<file path="src/rtl/gpio_res_pkg.sv">
package gpio_res_pkg;
  localparam logic [1:0] MODE_OUT = 2'b01;
  localparam logic [1:0] PULL_UP  = 2'b01;
  localparam logic [1:0] PULL_DN  = 2'b10;
endpackage

</file>
<file path="src/rtl/gpio_pin_resolve.sv">
module gpio_pin_resolve
  import gpio_res_pkg::*;
(
  input  logic [1:0] mode,
  input  logic       open_drain,
  input  logic [1:0] pull,
  input  logic       odr_bit,
  input  logic       attached,
  input  logic       ext_high,
  input  logic       prev,
  output logic       level
);
  logic is_out;
  assign is_out = (mode == MODE_OUT);

  always_comb begin
    level = prev;
    if (is_out) begin
      if (!open_drain)                level = odr_bit;
      else if (!odr_bit)              level = 1'b0;
      else if (attached && !ext_high) level = 1'b0;
      else if (pull == PULL_UP)       level = 1'b1;
      else if (pull == PULL_DN)       level = 1'b0;
    end else if (attached) begin
      level = ext_high;
    end else if (pull == PULL_UP) begin
      level = 1'b1;
    end else if (pull == PULL_DN) begin
      level = 1'b0;
    end
  end
endmodule

</file>
<file path="src/rtl/gpio_ext_tracker.sv">
module gpio_ext_tracker
  import gpio_res_pkg::*;
#(
  parameter int PINS = 16,
  localparam int IW = $clog2(PINS)
) (
  input  logic              clk,
  input  logic              rst_n,
  input  logic [2*PINS-1:0] mode,
  input  logic [PINS-1:0]   otype,
  input  logic              cfg_changed,
  input  logic              drv_fire,
  input  logic [IW-1:0]     drv_pin,
  input  logic              drv_level,
  input  logic              disc_valid,
  input  logic [PINS-1:0]   disc_mask,
  output logic [PINS-1:0]   detached_nx,
  output logic [PINS-1:0]   high_nx,
  output logic              rej_flag,
  output logic [IW-1:0]     rej_pin
);
  logic [PINS-1:0] detached_q, high_q;
  logic            refuse;
  logic            tgt_out;

  always_comb begin
    detached_nx = detached_q;
    high_nx     = high_q;
    refuse      = 1'b0;
    tgt_out     = (mode[{drv_pin, 1'b0} +: 2] == MODE_OUT);
    if (drv_fire) begin
      if (tgt_out && !(otype[drv_pin] && !drv_level)) begin
        refuse = 1'b1;
      end else begin
        detached_nx[drv_pin] = 1'b0;
        high_nx[drv_pin]     = drv_level;
      end
    end
    if (disc_valid) detached_nx = detached_nx | disc_mask;
    if (cfg_changed) begin
      for (int i = 0; i < PINS; i++) begin
        if (!detached_nx[i] && (mode[2*i +: 2] == MODE_OUT) &&
            (!otype[i] || high_nx[i]))
          detached_nx[i] = 1'b1;
      end
    end
  end

  always_ff @(posedge clk or negedge rst_n) begin
    if (!rst_n) begin
      detached_q <= '1;
      high_q     <= '0;
      rej_flag   <= 1'b0;
      rej_pin    <= '0;
    end else begin
      detached_q <= detached_nx;
      high_q     <= high_nx;
      if (refuse) begin
        rej_flag <= 1'b1;
        rej_pin  <= drv_pin;
      end
    end
  end
endmodule

</file>
<file path="src/rtl/gpio_level_resolver.sv">
module gpio_level_resolver
  import gpio_res_pkg::*;
#(
  parameter int PINS = 16,
  localparam int IW = $clog2(PINS)
) (
  input  logic              clk,
  input  logic              rst_n,
  input  logic [2*PINS-1:0] cfg_mode,
  input  logic [PINS-1:0]   cfg_otype,
  input  logic [2*PINS-1:0] cfg_pull,
  input  logic [PINS-1:0]   out_data,
  input  logic              cfg_changed,
  input  logic              drv_valid,
  output logic              drv_ready,
  input  logic [IW-1:0]     drv_pin,
  input  logic              drv_level,
  input  logic              disc_valid,
  input  logic [PINS-1:0]   disc_mask,
  output logic [PINS-1:0]   in_data,
  output logic [PINS-1:0]   pin_rise,
  output logic [PINS-1:0]   pin_fall,
  output logic              rej_flag,
  output logic [IW-1:0]     rej_pin
);
  logic [PINS-1:0] detached_nx, high_nx, resolved;
  logic            ready_q;

  gpio_ext_tracker #(.PINS(PINS)) u_track (
    .clk(clk), .rst_n(rst_n), .mode(cfg_mode), .otype(cfg_otype),
    .cfg_changed(cfg_changed), .drv_fire(drv_valid && ready_q),
    .drv_pin(drv_pin), .drv_level(drv_level), .disc_valid(disc_valid),
    .disc_mask(disc_mask), .detached_nx(detached_nx), .high_nx(high_nx),
    .rej_flag(rej_flag), .rej_pin(rej_pin)
  );

  for (genvar g = 0; g < PINS; g++) begin : g_pin
    gpio_pin_resolve u_res (
      .mode(cfg_mode[2*g +: 2]), .open_drain(cfg_otype[g]),
      .pull(cfg_pull[2*g +: 2]), .odr_bit(out_data[g]),
      .attached(!detached_nx[g]), .ext_high(high_nx[g]),
      .prev(in_data[g]), .level(resolved[g])
    );
  end

  always_ff @(posedge clk or negedge rst_n) begin
    if (!rst_n) begin
      in_data  <= '0;
      pin_rise <= '0;
      pin_fall <= '0;
      ready_q  <= 1'b0;
    end else begin
      in_data  <= resolved;
      pin_rise <= resolved & ~in_data;
      pin_fall <= ~resolved & in_data;
      ready_q  <= 1'b1;
    end
  end

  assign drv_ready = ready_q;
endmodule

</file>
<file path="config.mk">
export PLATFORM = sky130hd
export DESIGN_NAME = gpio_level_resolver
export DESIGN_NICKNAME = d
export VERILOG_FILES = /design/src/rtl/gpio_res_pkg.sv /design/src/rtl/gpio_pin_resolve.sv /design/src/rtl/gpio_ext_tracker.sv /design/src/rtl/gpio_level_resolver.sv
export SDC_FILE = /design/constraint.sdc
export NUM_CORES = 1
export LEC_CHECK = 0
export ABC_AREA = 1
export CORE_AREA = 2 2 113 115
export DETAILED_ROUTE_END_ITERATION = 12
export DIE_AREA = 0 0 115 117
export PLACE_DENSITY = 0.79
export SLEW_MARGIN = 10
export SYNTH_ARGS = -nofsm -noshare
export SYNTH_HDL_FRONTEND = slang
export SYNTH_HIERARCHICAL = 1
export SYNTH_SLANG_ARGS = --single-unit
</file>
<file path="constraint.sdc">
create_clock -name clk -period 4.3 [get_ports clk]
set_input_delay 0.43 -clock clk [delete_from_list [all_inputs] [get_ports clk]]
set_output_delay 0.43 -clock clk [all_outputs]
set_load 0.01 [all_outputs]
</file>
# == After elaboration in Yosys (flattened, before gate mapping) ==
# Index checks and enable logic that the tools add are counted.
# totals
regBits,86
input_bits,122
out_inout_bits,54
elab_cells,342
# op_classes
n_mux,141
bitwise,7
shift,1
reduce_logical,134
n_lt_le_gt_ge,2
eq_ne,49
# ops
op,n
$mux 1,132
$mux 16,6
$eq 2x1->1 const B,33
$logic_not 1->1,66
$logic_and 1x1->1,52
$and 16x16->16,3
$not 16->16,3
$eq 2x2->1 const B,16
$shiftx 32x6->2,1
$bwmux 16,1
$logic_or 1x1->1,16
$or 16x16->16,1
$lt 4x5->1 const B,1
$bmux 1 s4,1
$demux 1 s4,1
$ge 4x1->1 const B,1

# == Depth between registers and ports, before layout ==
# depth
depth_word,23
ltp_mapped,26
depth_no_buf,24

# == By module ==
# Netlist, hierarchy kept.
# by_module_without_submodules
mod,area_per_inst_um2,seq_area_each_um2,n_inst,cells_per_inst
gpio_ext_tracker,2542.4,945.9,1,375
gpio_level_resolver,1537.7,1226.2,1,132
gpio_pin_resolve,80.1,0.0,16,21

# == Worst setup path before layout ==
# Ideal clock, no wire load.
# synth_timing
path_kind,input port to flip-flop
startpoint,input drv_pin[0]
endpoint,register pin_rise[10]
t_required_ns,4.175
path_buffers,3
setup_ns,0.125
t_arrival_ns,2.108
setup_slack_ns,2.068
stages,23
path_cell_list,buf_6 clkbuf_8 nor2_1 nand2_1 nand3_1 nand2_1 nand2_1 o21bai_2 nand2_2 buf_6 nand2_2 nand2_1 nand3_1 nand2_1 nand2_1 inv_1 nand2_1 nand3_1 nand2_1 nand2_1 nand2_1 inv_1 nor2_1
# synth_via
elab_chain_cells,22
elab_cells_between_ends,36
cone_classes,order compare (2); eq/ne (1); shift (1); mux (17); bitwise (4); reduce/logical (11)
# synth_lines
element,line_no,text
from (decl),gpio_level_resolver.sv:16,"input logic [IW-1:0] drv_pin,"
$lt 4x5->1 (not written as such) / $ge 4x1->1 (equally long branches),"gpio_ext_tracker.sv:35, gpio_ext_tracker.sv:36",
$logic_and 1x1->1 (not written as such),"gpio_ext_tracker.sv:35, gpio_ext_tracker.sv:36",
$mux 1 (not written as such),"gpio_ext_tracker.sv:35, gpio_ext_tracker.sv:36",
$demux 1 s4,-,
$not 16->16 (no line),-,
$and 16x16->16 (no line),-,
$mux 16,gpio_ext_tracker.sv:32,if (tgt_out && !(otype[drv_pin] && !drv_level)) begin
$mux 16,gpio_ext_tracker.sv:31,if (drv_fire) begin
[7 not listed],-,
named net detached_nx[10],gpio_level_resolver.sv:26,"logic [PINS-1:0] detached_nx, high_nx, resolved;"
$logic_not 1->1,gpio_level_resolver.sv:41,".attached(!detached_nx[g]), .ext_high(high_nx[g]),"
$logic_and 1x1->1,gpio_pin_resolve.sv:21,else if (attached && !ext_high) level = 1'b0;
$mux 1,gpio_pin_resolve.sv:21,
$mux 1,gpio_pin_resolve.sv:20,else if (!odr_bit) level = 1'b0;
$mux 1,gpio_pin_resolve.sv:19,if (!open_drain) level = odr_bit;
$mux 1 (*),gpio_pin_resolve.sv:18,if (is_out) begin
named net resolved[10],gpio_level_resolver.sv:26,
$and 16x16->16 (*),gpio_level_resolver.sv:54,pin_rise <= resolved & ~in_data;
to (signal assigned),gpio_level_resolver.sv:54,
to (decl),gpio_level_resolver.sv:21,"output logic [PINS-1:0] pin_rise,"
# The timed path passes the listed nets; every way through them passes the cells marked *. The select of a mux whose other input is x is not followed.
# A chain may end at the register's enable or synchronous reset.

# == Final worst setup path ==
# layout_timing
startpoint,input drv_pin[1]
endpoint,register pin_rise[0]
# Same word-level chain as after synthesis.

==> run summary <==
STA
--------------------------------------------------------------------------------
Worst path setup slack after routing                                      983 ps
Maximum clock frequency                                                  301 MHz
Final number of max-transition violations                                      0
Number of setup violations in the final report                                 0
Headroom to the max-slew limit                                             0.472
Clock Skew                                                               4.69 ps
Hold violation total from the final report                                     0
Final worst path period share                                              0.771
Unrepaired setup endpoints after global routing                               no
Slew of the pin with the lowest slew margin                               790 ps
Total negative setup slack                                                  0 ps
Crit path time final                                                     3320 ps

SYNTHESIS
--------------------------------------------------------------------------------
Yosys warns                                                                    6
Number of register bits inferred by synthesis                                 86
Net Count, Synth                                                             965
Post-synthesis instance total                                                843
Syn Std Cell Area                                                    0.00536 mm²
Proportion of synthesized chip area in sequential cells                    0.405
Library cells used by synthesis                                               23
Mean instance size in the synthesized netlist                           6.36 µm²

CRITICAL PATH
--------------------------------------------------------------------------------
Buffers plus inverters on the worst setup path                                 4
CP Data Required Time                                                    4530 ps
Critical path launch point type                                        input pin
Start-to-end type of the worst setup path                                 in2reg
Reg2Reg Setup Slack                                                      2240 ps
CP dominant cell by count                                                nand2_1
Arrival time worst endpoint                                              3540 ps
Cell-by-cell listing of the critical path                           clkdlybuf4s50_1 -> inv_2 -> nor2_1 -> nand2_1 -> nand3_1 -> nand2_1 -> nand2_1 -> o21bai_2 -> nand2_2 -> nand2_1 -> nand2_1 -> nand3_1 -> nand2_1 -> nand2_1 -> inv_1 -> nand2_1 -> nand3_1 -> nand2_1 -> nand2_1 -> nand2_1 -> inv_1 -> nor2_1
Peak per-stage delay on the critical path                                 800 ps
Cell with the largest stage delay on the worst path                 clkdlybuf4s50_1
Family with the most delay on the worst path                        simple AND/OR/NAND/NOR gates
Largest driver fanout on the critical path                                    32
Element type at the critical path end                                  flip-flop

ROUTE
--------------------------------------------------------------------------------
Met2 routed WL                                                           6700 µm
Count of nets left with antenna violations after detail routing                0
Iteration-0 DRC Markers                                                      294
Met3 routed wirelength                                                    731 µm
Top layer reached by signal wires                                           met4
Average wire length per cell after detail routing                        12.0 µm
Via/cell ratio                                                              4.57
Post-route DRC violation count                                                 0
First-pass iteration count of the detailed router                              5
Routed length on met1                                                    6340 µm
Routed WL                                                               14000 µm
Via Count                                                                   5360

CTS
--------------------------------------------------------------------------------
Count of instances resized after the clock tree is built                       0
CTS HTree Levels                                                               3
Setup Buffers After CTS                                                        0
Worst-case clock buffer depth                                                  2
CTS tree                                                                     yes
Root Driver                                                            clkbuf_16
Sink Count                                                                    86
Worst-skew pair later-pin latency                                         340 ps
Clock transition at the registers of the reported paths                    60 ps
Hold-fix buffers, CTS                                                          0
Cts bufs inserted                                                              9

FINAL LAYOUT
--------------------------------------------------------------------------------
Post-synthesis to final-layout area growth                                 38.4%
Filler cells                                                                1164
Total number of nets in the final design                                    1138
Area of the multi-input gates                                        0.00237 mm²
Share of layout cells above drive strength 1                              0.0519
Sequential Area                                                      0.00217 mm²

PLACED DESIGN
--------------------------------------------------------------------------------
HPWL Detailed                                                           10800 µm
Placement-stage worst setup slack                                         642 ps
Final RePlAce weighted congestion                                          0.856
Number of port buffers                                                       175

GRT
--------------------------------------------------------------------------------
Global-route wire length before repair                                  22800 µm
Number of antenna violations at the first check in global routing              0
Maximum number of pins on one net before global-route repair                  61
Total grt overflow                                                             0
Aggregate global-route resource usage                                      0.214
Number of global-route vias before repair                                   5132

POWER
--------------------------------------------------------------------------------
Leakage power total                                                   0.00412 µW
Peak supply drop                                                      0.000176 V
Overall power consumption                                                2440 µW
P per Cell Area                                                       328 mW/mm²

DIE
--------------------------------------------------------------------------------
Die height                                                                117 µm
Width of the die                                                          115 µm
Number of top-level design ports                                             176
Total number of placement rows                                                41
Die area                                                              0.0135 mm²
Starting density of the core                                               0.435
Floorplan Core Area                                                   0.0123 mm²

RUN
--------------------------------------------------------------------------------
Count of max-cap constraint violations                                         0

MIN PATH
--------------------------------------------------------------------------------
Worst Hold Class                                                        in2async

OUTCOME
--------------------------------------------------------------------------------
Result of the run                                                   complete, no violations

## synth_stat cells
library cell	count	area (µm²)
nor3b_1	15	113
buf_12	1	20.0
o21ai_0	4	20.0
inv_2	3	11.3
inv_1	172	646
nor2_2	1	6.26
buf_2	2	10.0
buf_1	1	3.75
o21ai_2	1	8.76
o21bai_2	1	11.3
dfrtp_1	70	1750
nor2_1	67	251
nor3_1	3	15.0
dfstp_2	16	420
nand2_2	14	87.6
clkbuf_8	4	55.1
dlygate4sd1_1	1	8.76
a22oi_1	16	120
dlygate4sd3_1	1	10.0
nand3_1	52	260
conb_1	1	3.75
buf_6	5	56.3
nand2_1	392	1470
## logic make-up after synthesis
kind of cell           synth area share
buffers and inverters             0.153
other                          0.000699
AO/OA/AOI/OAI                    0.0299
flip-flops                        0.405
AND/OR/NAND/NOR                   0.411
## cells in the final DEF (no fill, tap or decap)
| cell | count |
|---|---|
| a22oi_1 | 16 |
| buf_4 | 3 |
| clkbuf_1 | 2 |
| clkbuf_16 | 9 |
| clkbuf_8 | 1 |
| clkdlybuf4s50_1 | 174 |
| clkinv_2 | 3 |
| clkinvlp_4 | 1 |
| conb_1 | 1 |
| dfrtp_1 | 70 |
| dfstp_2 | 16 |
| diode_2 | 1 |
| inv_1 | 172 |
| inv_2 | 3 |
| nand2_1 | 392 |
| nand2_2 | 14 |
| nand3_1 | 52 |
| nor2_1 | 67 |
| nor2_2 | 1 |
| nor3_1 | 3 |
| nor3b_1 | 15 |
| o21ai_0 | 4 |
| o21ai_2 | 1 |
| o21bai_2 | 1 |
## per-stage QoR
stage,std cells,hold WS [ps],utilization,cell area (µm²)
floorplan,843,134,-,5360
global placement,1155,447,0.581,7150
detailed placement,1155,465,0.581,7150
CTS,1171,189,0.603,7420
global route,1171,235,0.603,7420
finish,1172,158,0.603,7420
## report_power, final
| part | switching, µW | internal [µW] | total [µW] |
|---|---|---|---|
| sequential | 61.3 | 933 | 995 |
| combinational | 364 | 365 | 729 |
| clock | 309 | 404 | 714 |
## per-layer routing
metal,vias to the layer above,track usage
met5,-,0
met4,0,0.0771
met3,18,0.0427
met2,140,0.371
met1,2389,0.266
li1,2813,-
## final cells by class
cell class | count | area share
multi-input combinational | 567 | 0.319
sequential | 86 | 0.293
timing repair buffer | 177 | 0.238
inverter | 175 | 0.0885
clock buffer | 12 | 0.0332
tap | 150 | 0.0253
clock inverter | 4 | 0.00303
antenna | 1 | 0.000337
## state kept, by name (all words and copies together) (netlist names)
name / cells
in_data: 16
pin_fall: 16
pin_rise: 16
u_track/detached_q: 16
u_track/high_q: 16
u_track/rej_pin: 4
drv_ready: 1
u_track/rej_flag: 1
## worst paths after layout
kind                                         startpoint                              end  depth (start not counted)
max                                          drv_pin[1]            pin_rise[0]$_DFF_PN0_                         22
min                                               rst_n            pin_fall[8]$_DFF_PN0_                          1
max reg2reg                         drv_ready$_DFF_PN0_            pin_rise[0]$_DFF_PN0_                         17
min reg2reg                u_track/rej_flag$_DFFE_PN0P_     u_track/rej_flag$_DFFE_PN0P_                          2
max in group asynchronous                         rst_n  u_track/detached_q[5]$_DFF_PN1_                          2
min in group clk           u_track/rej_flag$_DFFE_PN0P_     u_track/rej_flag$_DFFE_PN0P_                          2
Note: power is estimated with default switching activity, not from simulation.
